[src/rtl/sram_ctrl_pkg.sv]
package sram_ctrl_pkg;
  typedef enum logic [1:0] {ST_IDLE, ST_SETUP, ST_ACTIVE, ST_HOLD} sram_st_e;

  function automatic int wait_cycles(input int need_ps, input int clk_ps);
    int c;
    c = (need_ps + clk_ps - 1) / clk_ps;
    return (c < 1) ? 1 : c;
  endfunction
endpackage

[src/rtl/sram_ctrl_seq.sv]
module sram_ctrl_seq
  import sram_ctrl_pkg::*;
#(
  parameter int RD_WAIT = 2,
  parameter int WR_WAIT = 2
) (
  input  logic     clk_i,
  input  logic     rst_ni,
  input  logic     start_i,
  input  logic     empty_i,
  input  logic     wr_i,
  output sram_st_e state_o,
  output logic     cap_o,
  output logic     done_o
);
  localparam int MAX_WAIT = (RD_WAIT > WR_WAIT) ? RD_WAIT : WR_WAIT;
  localparam int CNT_W    = $clog2(MAX_WAIT + 1);
  localparam logic [CNT_W-1:0] RD_LOAD = CNT_W'(RD_WAIT - 1);
  localparam logic [CNT_W-1:0] WR_LOAD = CNT_W'(WR_WAIT - 1);

  sram_st_e         st_q;
  logic [CNT_W-1:0] cnt_q;
  logic             done_q;

  always_ff @(posedge clk_i or negedge rst_ni) begin
    if (!rst_ni) begin
      st_q   <= ST_IDLE;
      cnt_q  <= '0;
      done_q <= 1'b0;
    end else begin
      done_q <= 1'b0;
      unique case (st_q)
        ST_IDLE: if (start_i) begin
          if (empty_i) done_q <= 1'b1;  // nothing to move: finish at once
          else         st_q   <= ST_SETUP;
        end
        ST_SETUP: begin
          st_q  <= ST_ACTIVE;
          cnt_q <= wr_i ? WR_LOAD : RD_LOAD;
        end
        ST_ACTIVE: begin
          if (cnt_q == '0) st_q <= ST_HOLD;
          else             cnt_q <= cnt_q - 1'b1;
        end
        ST_HOLD: begin
          st_q   <= ST_IDLE;
          done_q <= 1'b1;
        end
        default: st_q <= ST_IDLE;
      endcase
    end
  end

  assign state_o = st_q;
  assign cap_o   = (st_q == ST_ACTIVE) && (cnt_q == '0) && !wr_i;
  assign done_o  = done_q;
endmodule

[src/rtl/sram_ctrl_lanes.sv]
module sram_ctrl_lanes #(
  parameter int ADDR_W = 18,
  parameter int DATA_W = 16
) (
  input  logic              clk_i,
  input  logic              rst_ni,
  input  logic              load_i,
  input  logic              wr_i,
  input  logic [ADDR_W-1:0] addr_i,
  input  logic [DATA_W-1:0] wdata_i,
  input  logic [1:0]        be_i,
  input  logic              cap_i,
  input  logic [DATA_W-1:0] dq_i,
  output logic              wr_o,
  output logic [ADDR_W-1:0] addr_o,
  output logic [DATA_W-1:0] wdata_o,
  output logic [1:0]        be_o,
  output logic [DATA_W-1:0] rdata_o
);
  localparam int LANE_W = DATA_W / 2;

  always_ff @(posedge clk_i or negedge rst_ni) begin
    if (!rst_ni) begin
      wr_o    <= 1'b0;
      addr_o  <= '0;
      wdata_o <= '0;
      be_o    <= '0;
    end else if (load_i) begin
      wr_o    <= wr_i;
      addr_o  <= addr_i;
      wdata_o <= wdata_i;
      be_o    <= be_i;
    end
  end

  for (genvar g = 0; g < 2; g++) begin : g_lane
    always_ff @(posedge clk_i or negedge rst_ni) begin
      if (!rst_ni)    rdata_o[g*LANE_W +: LANE_W] <= '0;
      else if (cap_i) rdata_o[g*LANE_W +: LANE_W] <= be_o[g] ? dq_i[g*LANE_W +: LANE_W] : '0;
    end
  end
endmodule

[src/rtl/sram_async_ctrl.sv]
module sram_async_ctrl
  import sram_ctrl_pkg::*;
#(
  parameter int ADDR_W  = 18,
  parameter int DATA_W  = 16,
  parameter int CLK_PS  = 10000,
  parameter int WR_PW_PS = 12000,
  parameter int RD_ACC_PS = 15000
) (
  input  logic              clk_i,
  input  logic              rst_ni,
  input  logic              req_i,
  input  logic              we_i,
  input  logic [ADDR_W-1:0] addr_i,
  input  logic [DATA_W-1:0] wdata_i,
  input  logic [1:0]        be_i,
  output logic              ready_o,
  output logic              done_o,
  output logic [DATA_W-1:0] rdata_o,
  output logic [ADDR_W-1:0] mem_addr_o,
  output logic              mem_cs_no,
  output logic              mem_we_no,
  output logic              mem_oe_no,
  output logic              mem_lb_no,
  output logic              mem_ub_no,
  output logic [DATA_W-1:0] mem_dq_o,
  output logic              mem_dq_oe_o,
  input  logic [DATA_W-1:0] mem_dq_i,
  output logic              standby_o
);
  localparam int RD_WAIT = wait_cycles(RD_ACC_PS, CLK_PS);
  localparam int WR_WAIT = wait_cycles(WR_PW_PS, CLK_PS);

  sram_st_e   st;
  logic       start, cap, wr_q, busy;
  logic [1:0] be_q;

  assign start = req_i && ready_o;

  sram_ctrl_seq #(.RD_WAIT(RD_WAIT), .WR_WAIT(WR_WAIT)) u_seq (
    .clk_i   (clk_i),
    .rst_ni  (rst_ni),
    .start_i (start),
    .empty_i (be_i == 2'b00),
    .wr_i    (wr_q),
    .state_o (st),
    .cap_o   (cap),
    .done_o  (done_o)
  );

  sram_ctrl_lanes #(.ADDR_W(ADDR_W), .DATA_W(DATA_W)) u_lanes (
    .clk_i   (clk_i),
    .rst_ni  (rst_ni),
    .load_i  (start),
    .wr_i    (we_i),
    .addr_i  (addr_i),
    .wdata_i (wdata_i),
    .be_i    (be_i),
    .cap_i   (cap),
    .dq_i    (mem_dq_i),
    .wr_o    (wr_q),
    .addr_o  (mem_addr_o),
    .wdata_o (mem_dq_o),
    .be_o    (be_q),
    .rdata_o (rdata_o)
  );

  assign busy        = (st != ST_IDLE);
  assign ready_o     = !busy;
  assign standby_o   = !busy;
  assign mem_cs_no   = !busy;
  assign mem_lb_no   = !(busy && be_q[0]);
  assign mem_ub_no   = !(busy && be_q[1]);
  assign mem_we_no   = !((st == ST_ACTIVE) && wr_q);
  assign mem_oe_no   = !((st == ST_ACTIVE) && !wr_q);
  assign mem_dq_oe_o = busy && wr_q;  // SETUP through HOLD of a write
endmodule

[config.mk]
export PLATFORM = sky130hd
export DESIGN_NAME = sram_async_ctrl
export DESIGN_NICKNAME = d
export VERILOG_FILES = /design/src/rtl/sram_ctrl_pkg.sv /design/src/rtl/sram_ctrl_seq.sv /design/src/rtl/sram_ctrl_lanes.sv /design/src/rtl/sram_async_ctrl.sv
export SDC_FILE = /design/constraint.sdc
export NUM_CORES = 1
export LEC_CHECK = 0
export BUFFER_PORTS_ARGS = -buffer_cell sky130_fd_sc_hd__clkbuf_2
export CAP_MARGIN = 30
export CORE_MARGIN = 10
export CORE_UTILIZATION = 48
export CTS_BUF_LIST = sky130_fd_sc_hd__clkbuf_2 sky130_fd_sc_hd__clkbuf_4 sky130_fd_sc_hd__clkbuf_8
export CTS_CLUSTER_DIAMETER = 120
export DETAILED_ROUTE_END_ITERATION = 8
export GPL_TIMING_DRIVEN = 0
export PLACE_DENSITY = 0.79
export SLEW_MARGIN = 30
export SYNTH_ARGS = -nofsm -noshare
export SYNTH_HDL_FRONTEND = slang
export SYNTH_SLANG_ARGS = --single-unit
[constraint.sdc]
create_clock -name clk_i -period 2.2 [get_ports clk_i]
set_input_delay 0.11 -clock clk_i [delete_from_list [all_inputs] [get_ports clk_i]]
set_output_delay 0.11 -clock clk_i [all_outputs]
set_load 0.1 [all_outputs]
# After elaboration in Yosys (flattened, before gate mapping)
# Index checks and enable logic that the tools add are counted.
# word_totals
inputBits	56
ff_bits	58
# op_classes
n_addsub	1
eq_ne	7
mux	11
n_reduce_logical	21
# ops
op	n
$mux W8	2
$logic_and A1 B1 Y1	8
$mux W2	4
$pmux W2 S4	1
$logic_not A1 Y1	6
$logic_not A2 Y1	3
$ne A2 B2 Y1 const B	3
$eq A2 B2 Y1 const B	2
$pmux W2 S2	1
$reduce_bool A2 Y1	2
$reduce_and A3 Y1	1
$eq A2 B1 Y1 const B	1
$mux W1	2
$ne A2 B1 Y1 const B	1
$pmux W1 S2	1
$reduce_and A2 Y1	1
$sub A2 B1 Y2 const B	1

# Logic depth before layout (Yosys ltp)
# logic_depth
depth_word	5
mapped_depth	6

# Modules after synthesis
# From an unflattened synthesis, not the netlist that was laid out.
# hier_totals
cells_unflattened	187
hier_area_um2	2553.7
# by_module_without_submodules
module	seq_area_each_um2	area_per_inst_um2	instances	cells_each
sram_ctrl_lanes	1326.3	2168.3	1	147
sram_ctrl_seq	125.1	321.6	1	30
sram_async_ctrl	0.0	63.8	1	10

# Worst setup path before layout
# No wires, ideal clock.
# synth_path
path_type	reg2out
start	register u_seq.st_q[0] (netlist: u_seq.state_o[0])
end	output mem_dq_oe_o
required_ns	2.090
arrival_ns	2.603
setup_slack_ns	-0.513
stages_incl_launch_ff	4
cell_sequence	dfrtp_1 inv_1 ha_1 nor2b_1
# synth_between
elab_chain_cells	2
# synth_lines
element	line_no	source
start: declaration	sram_ctrl_seq.sv:21	sram_st_e st_q;
start signal: assignment	sram_ctrl_seq.sv:27	st_q <= ST_IDLE;
start signal: assignment	sram_ctrl_seq.sv:35	else st_q <= ST_SETUP;
start signal: assignment	sram_ctrl_seq.sv:38	st_q <= ST_ACTIVE;
$reduce_bool A2 Y1	sram_async_ctrl.sv:68	assign busy = (st != ST_IDLE);
$logic_and A1 B1 Y1	sram_async_ctrl.sv:76	assign mem_dq_oe_o = busy && wr_q;
end: declaration	sram_async_ctrl.sv:27	output logic mem_dq_oe_o,
# No other way between the ends.

# Worst setup path after layout
# layout_path
start	register u_seq.st_q[0] (netlist: u_seq.state_o[0])
end	output mem_lb_no
# layout_between
elab_chain_cells	3
# layout_lines
element	line_no	source
$reduce_bool A2 Y1	sram_async_ctrl.sv:68	
$logic_and A1 B1 Y1	sram_async_ctrl.sv:72	assign mem_lb_no = !(busy && be_q[0]);
$logic_not A1 Y1	sram_async_ctrl.sv:72	
end: declaration	sram_async_ctrl.sv:24	output logic mem_lb_no,
# No other way between the ends.

==> reports/qor.csv <==
stage,metric,value,unit
outcome,outcome,"complete, no violations",
hold_path,hp-class,in -> reg,
route,dr_wl_met2,3202,µm
yosys,synth_commonest_cells,"58 x dfrtp_1, 36 x nand2_1, 30 x mux2_4, 19 x o21ai_0, 8 x mux2_2",
placement,hpwlAfterDp,4641,µm
critical_path,reg2reg_depth,5,
sta,totalNegativeSetupSlack,0,ns
critical_path,critPathSlowestCell,clkbuf_2,
clock_network,cts_tree,yes,
route,ant_nets,0,
floorplan,dieArea,0.008422,mm²
sta,min_period,1.873,ns
yosys,ys_types,19,
floorplan,die_x,91.77,µm
floorplan,ioPinCount,115,
cells_and_area,final_nets,387,
placement,dp_slack,0.4585,ns
critical_path,rr_startpoint,u_seq.state_o[0]$_DFFE_PN0P_,
clock_network,cts.repair.resized,0,
yosys,yosys.area.top_type,dfrtp_1,
global_routing,grt_antenna_before_repair,0,
yosys,synthMostInstantiatedCell,dfrtp_1,
global_routing,track_usage,15.13,%
sta,fin_ws,0.3266,ns
yosys,synth-seq-cells,58,
critical_path,critPathMaxFanout,10,
floorplan,start_util,49.03,%
clock_network,clk_path_buf_depth,2,
yosys,synth_area,0.002472,mm²
placement,place_congestion,0.7319,
route,wl,6302,µm
critical_path,cp-end-kind,output port,
critical_path,start_kind,flip-flop,
run,max-cap-violations,0,
cells_and_area,synthToLayoutAreaGrowth,41.09,%
route,vias,1858,
yosys,syn_inst,185,
route,wl_met3,612,µm
route,top_layer,met4,
critical_path,r2r-end,u_seq.state_o[1]$_DFFE_PN0P_,
sta,finalSetupViolCount,0,
critical_path,cp.required,2.09,ns
critical_path,setup.worst_path.end,mem_lb_no,
route,wl_met1,2429,µm
cells_and_area,n_antenna_cell,0,
yosys,ys_warn_count,0,
sta,tightest_slew,0.5565,ns
sta,maxSlewHeadroom,63.06,%
sta,hold_viol,0,
route,dr.pass1.iters,4,
clock_network,holdBufCountCts,12,
clock_network,cts_buffers,9,
yosys,yosysSeqAreaShare,58.70,%
critical_path,path_class,reg -> out,
global_routing,grt_pass1_vias,2062,
placement,portBuffers,114,
route,dr.first_iter.drc_count,66,
yosys,synth_area_leaders,"dfrtp_1 59%, mux2_4 18%, nand2_1 5.5%",
floorplan,core,0.005042,mm²
critical_path,worstPathArrival,1.76,ns
sta,rsz0062_at_grt,no,
clock_network,htree_levels,3,
yosys,synth-edff-count,0,
clock_network,clk_pin_slew,0.06,ns
floorplan,rows,26,
clock_network,clock-sinks,58,
sta,max_freq,0.5338,GHz
critical_path,worst_setup_path_startpoint,u_seq.state_o[0]$_DFFE_PN0P_,
critical_path,rrSetupSlack,0.47,ns
yosys,syn_nets,247,
yosys,synth_area_per_cell,13.36,µm²
yosys,yosys_most_used_dff,dfrtp_1,
critical_path,cp_cell_sequence,inv_1 > ha_2 > nand2b_1 > clkbuf_2,
route,wl_per_cell,15.76,µm
clock_network,cts-root-buf,clkbuf_8,
global_routing,grt_max_degree,44,
sta,clock-skew-final,0.007381,ns
clock_network,clk_latency,0.32,ns
route,viasPerCell,4.645,
sta,post-route-period-util,85.16,%
critical_path,critPathMaxStageDelay,0.47,ns
yosys,synth-async-reset-ratio,100.0,%
sta,drv_slew,0,
global_routing,grt_overflow,0,
yosys,netlist.area_leader.share,58.70,%
global_routing,grt_pass1_wl,10240,µm
cells_and_area,layout-drive-gt1-share,53.64,%
clock_network,cts_setup_buffers,0,
route,drc,0,
floorplan,die_h,91.77,µm
==> worst min-delay path by stage <==
| stage | from | to | slack, ns | cells after the start |
|---|---|---|---|---|
| floorplan | rst_ni | u_lanes.addr_o[0]$_DFFE_PN0P_ | -0.19 | 0 |
| global placement | addr_i[8] | u_lanes.addr_o[8]$_DFFE_PN0P_ | 0.34 | 2 |
| detailed placement | rst_ni | u_lanes.rdata_o[13]$_DFFE_PN0P_ | 0.02 | 1 |
| CTS | addr_i[13] | u_lanes.addr_o[13]$_DFFE_PN0P_ | 0.0001 | 2 |
| global route | wdata_i[2] | u_lanes.wdata_o[2]$_DFFE_PN0P_ | 0.003 | 2 |
| finish | wdata_i[5] | u_lanes.wdata_o[5]$_DFFE_PN0P_ | 0.02 | 2 |
==> area by class of cell <==
type / count / area [µm²]
Inverter: 4 / 15.01
Multi-Input combinational cell: 113 / 943.4
Buffer: 10 / 67.56
Clock buffer: 14 / 180.2
Timing Repair Buffer: 129 / 733.2
Sequential cell: 58 / 1451
Fill cell: 376 / 1554
Tap cell: 70 / 87.58
Clock inverter: 2 / 10.01
==> worst max-delay path: cells and delay by family (launching register included) <==
kind	cells	cell delay, ns
adders and majority gates	1	0.31
buffers and inverters	2	0.59
DFF	1	0.41
and+or+nand+nor	1	0.14
==> cells in the final DEF, fill, tap and decap left out <==
master           n
a31oi_1          1
a21boi_0         1
clkbuf_2       113
nand2_4          1
nor2_1           3
buf_12           1
clkbuf_1         5
o21ai_0         19
ha_1             5
nand2_1         36
mux2_4          30
o2bb2ai_1        1
clkinv_2         2
ha_2             1
clkbuf_8        12
clkbuf_4         3
nand2b_1         4
mux2_2           8
a2bb2oi_1        1
nor2b_2          1
nand3b_1         1
buf_4            2
dfrtp_1         58
inv_1            4
dlygate4sd3_1   14
buf_6            3
==> flip-flops by register name, indices dropped and copies added, names as in the netlist <==
signal,flops
u_lanes.wr_o,1
u_lanes.wdata_o,16
u_lanes.rdata_o,16
u_lanes.be_o,2
u_seq.cnt_q,2
u_lanes.addr_o,18
u_seq.state_o,2
u_seq.done_o,1
==> stage by stage <==
step,hold WS [ns],util [%],area (µm²),std cells
after detailed placement,0.01736,62.63,3158,370
final,0.01543,69.18,3488,400
after global routing,0.003380,69.18,3488,400
after floorplan,-0.1856,-,2477,185
after CTS,0.0001070,68.78,3468,398
after global placement,0.3410,62.18,3136,369
==> logic make-up after synthesis <==
logic type      synth area share (%)
flops                          58.70
compound gates                 5.112
mux                            21.86
buf+inv                        3.340
simple gates                   7.945
fa+ha+maj                      3.036
==> per-layer routing <==
layer / track usage [%] / vias to the layer above
met1: 16.35 / 875
met2: 25.24 / 75
met5: 0 / -
li1: - / 901
met4: 6.941 / 0
met3: 6.520 / 7
Power is left out: the tool's default activity adds up to more than one toggle a clock period on the data nets, which glitch-free logic cannot reach.
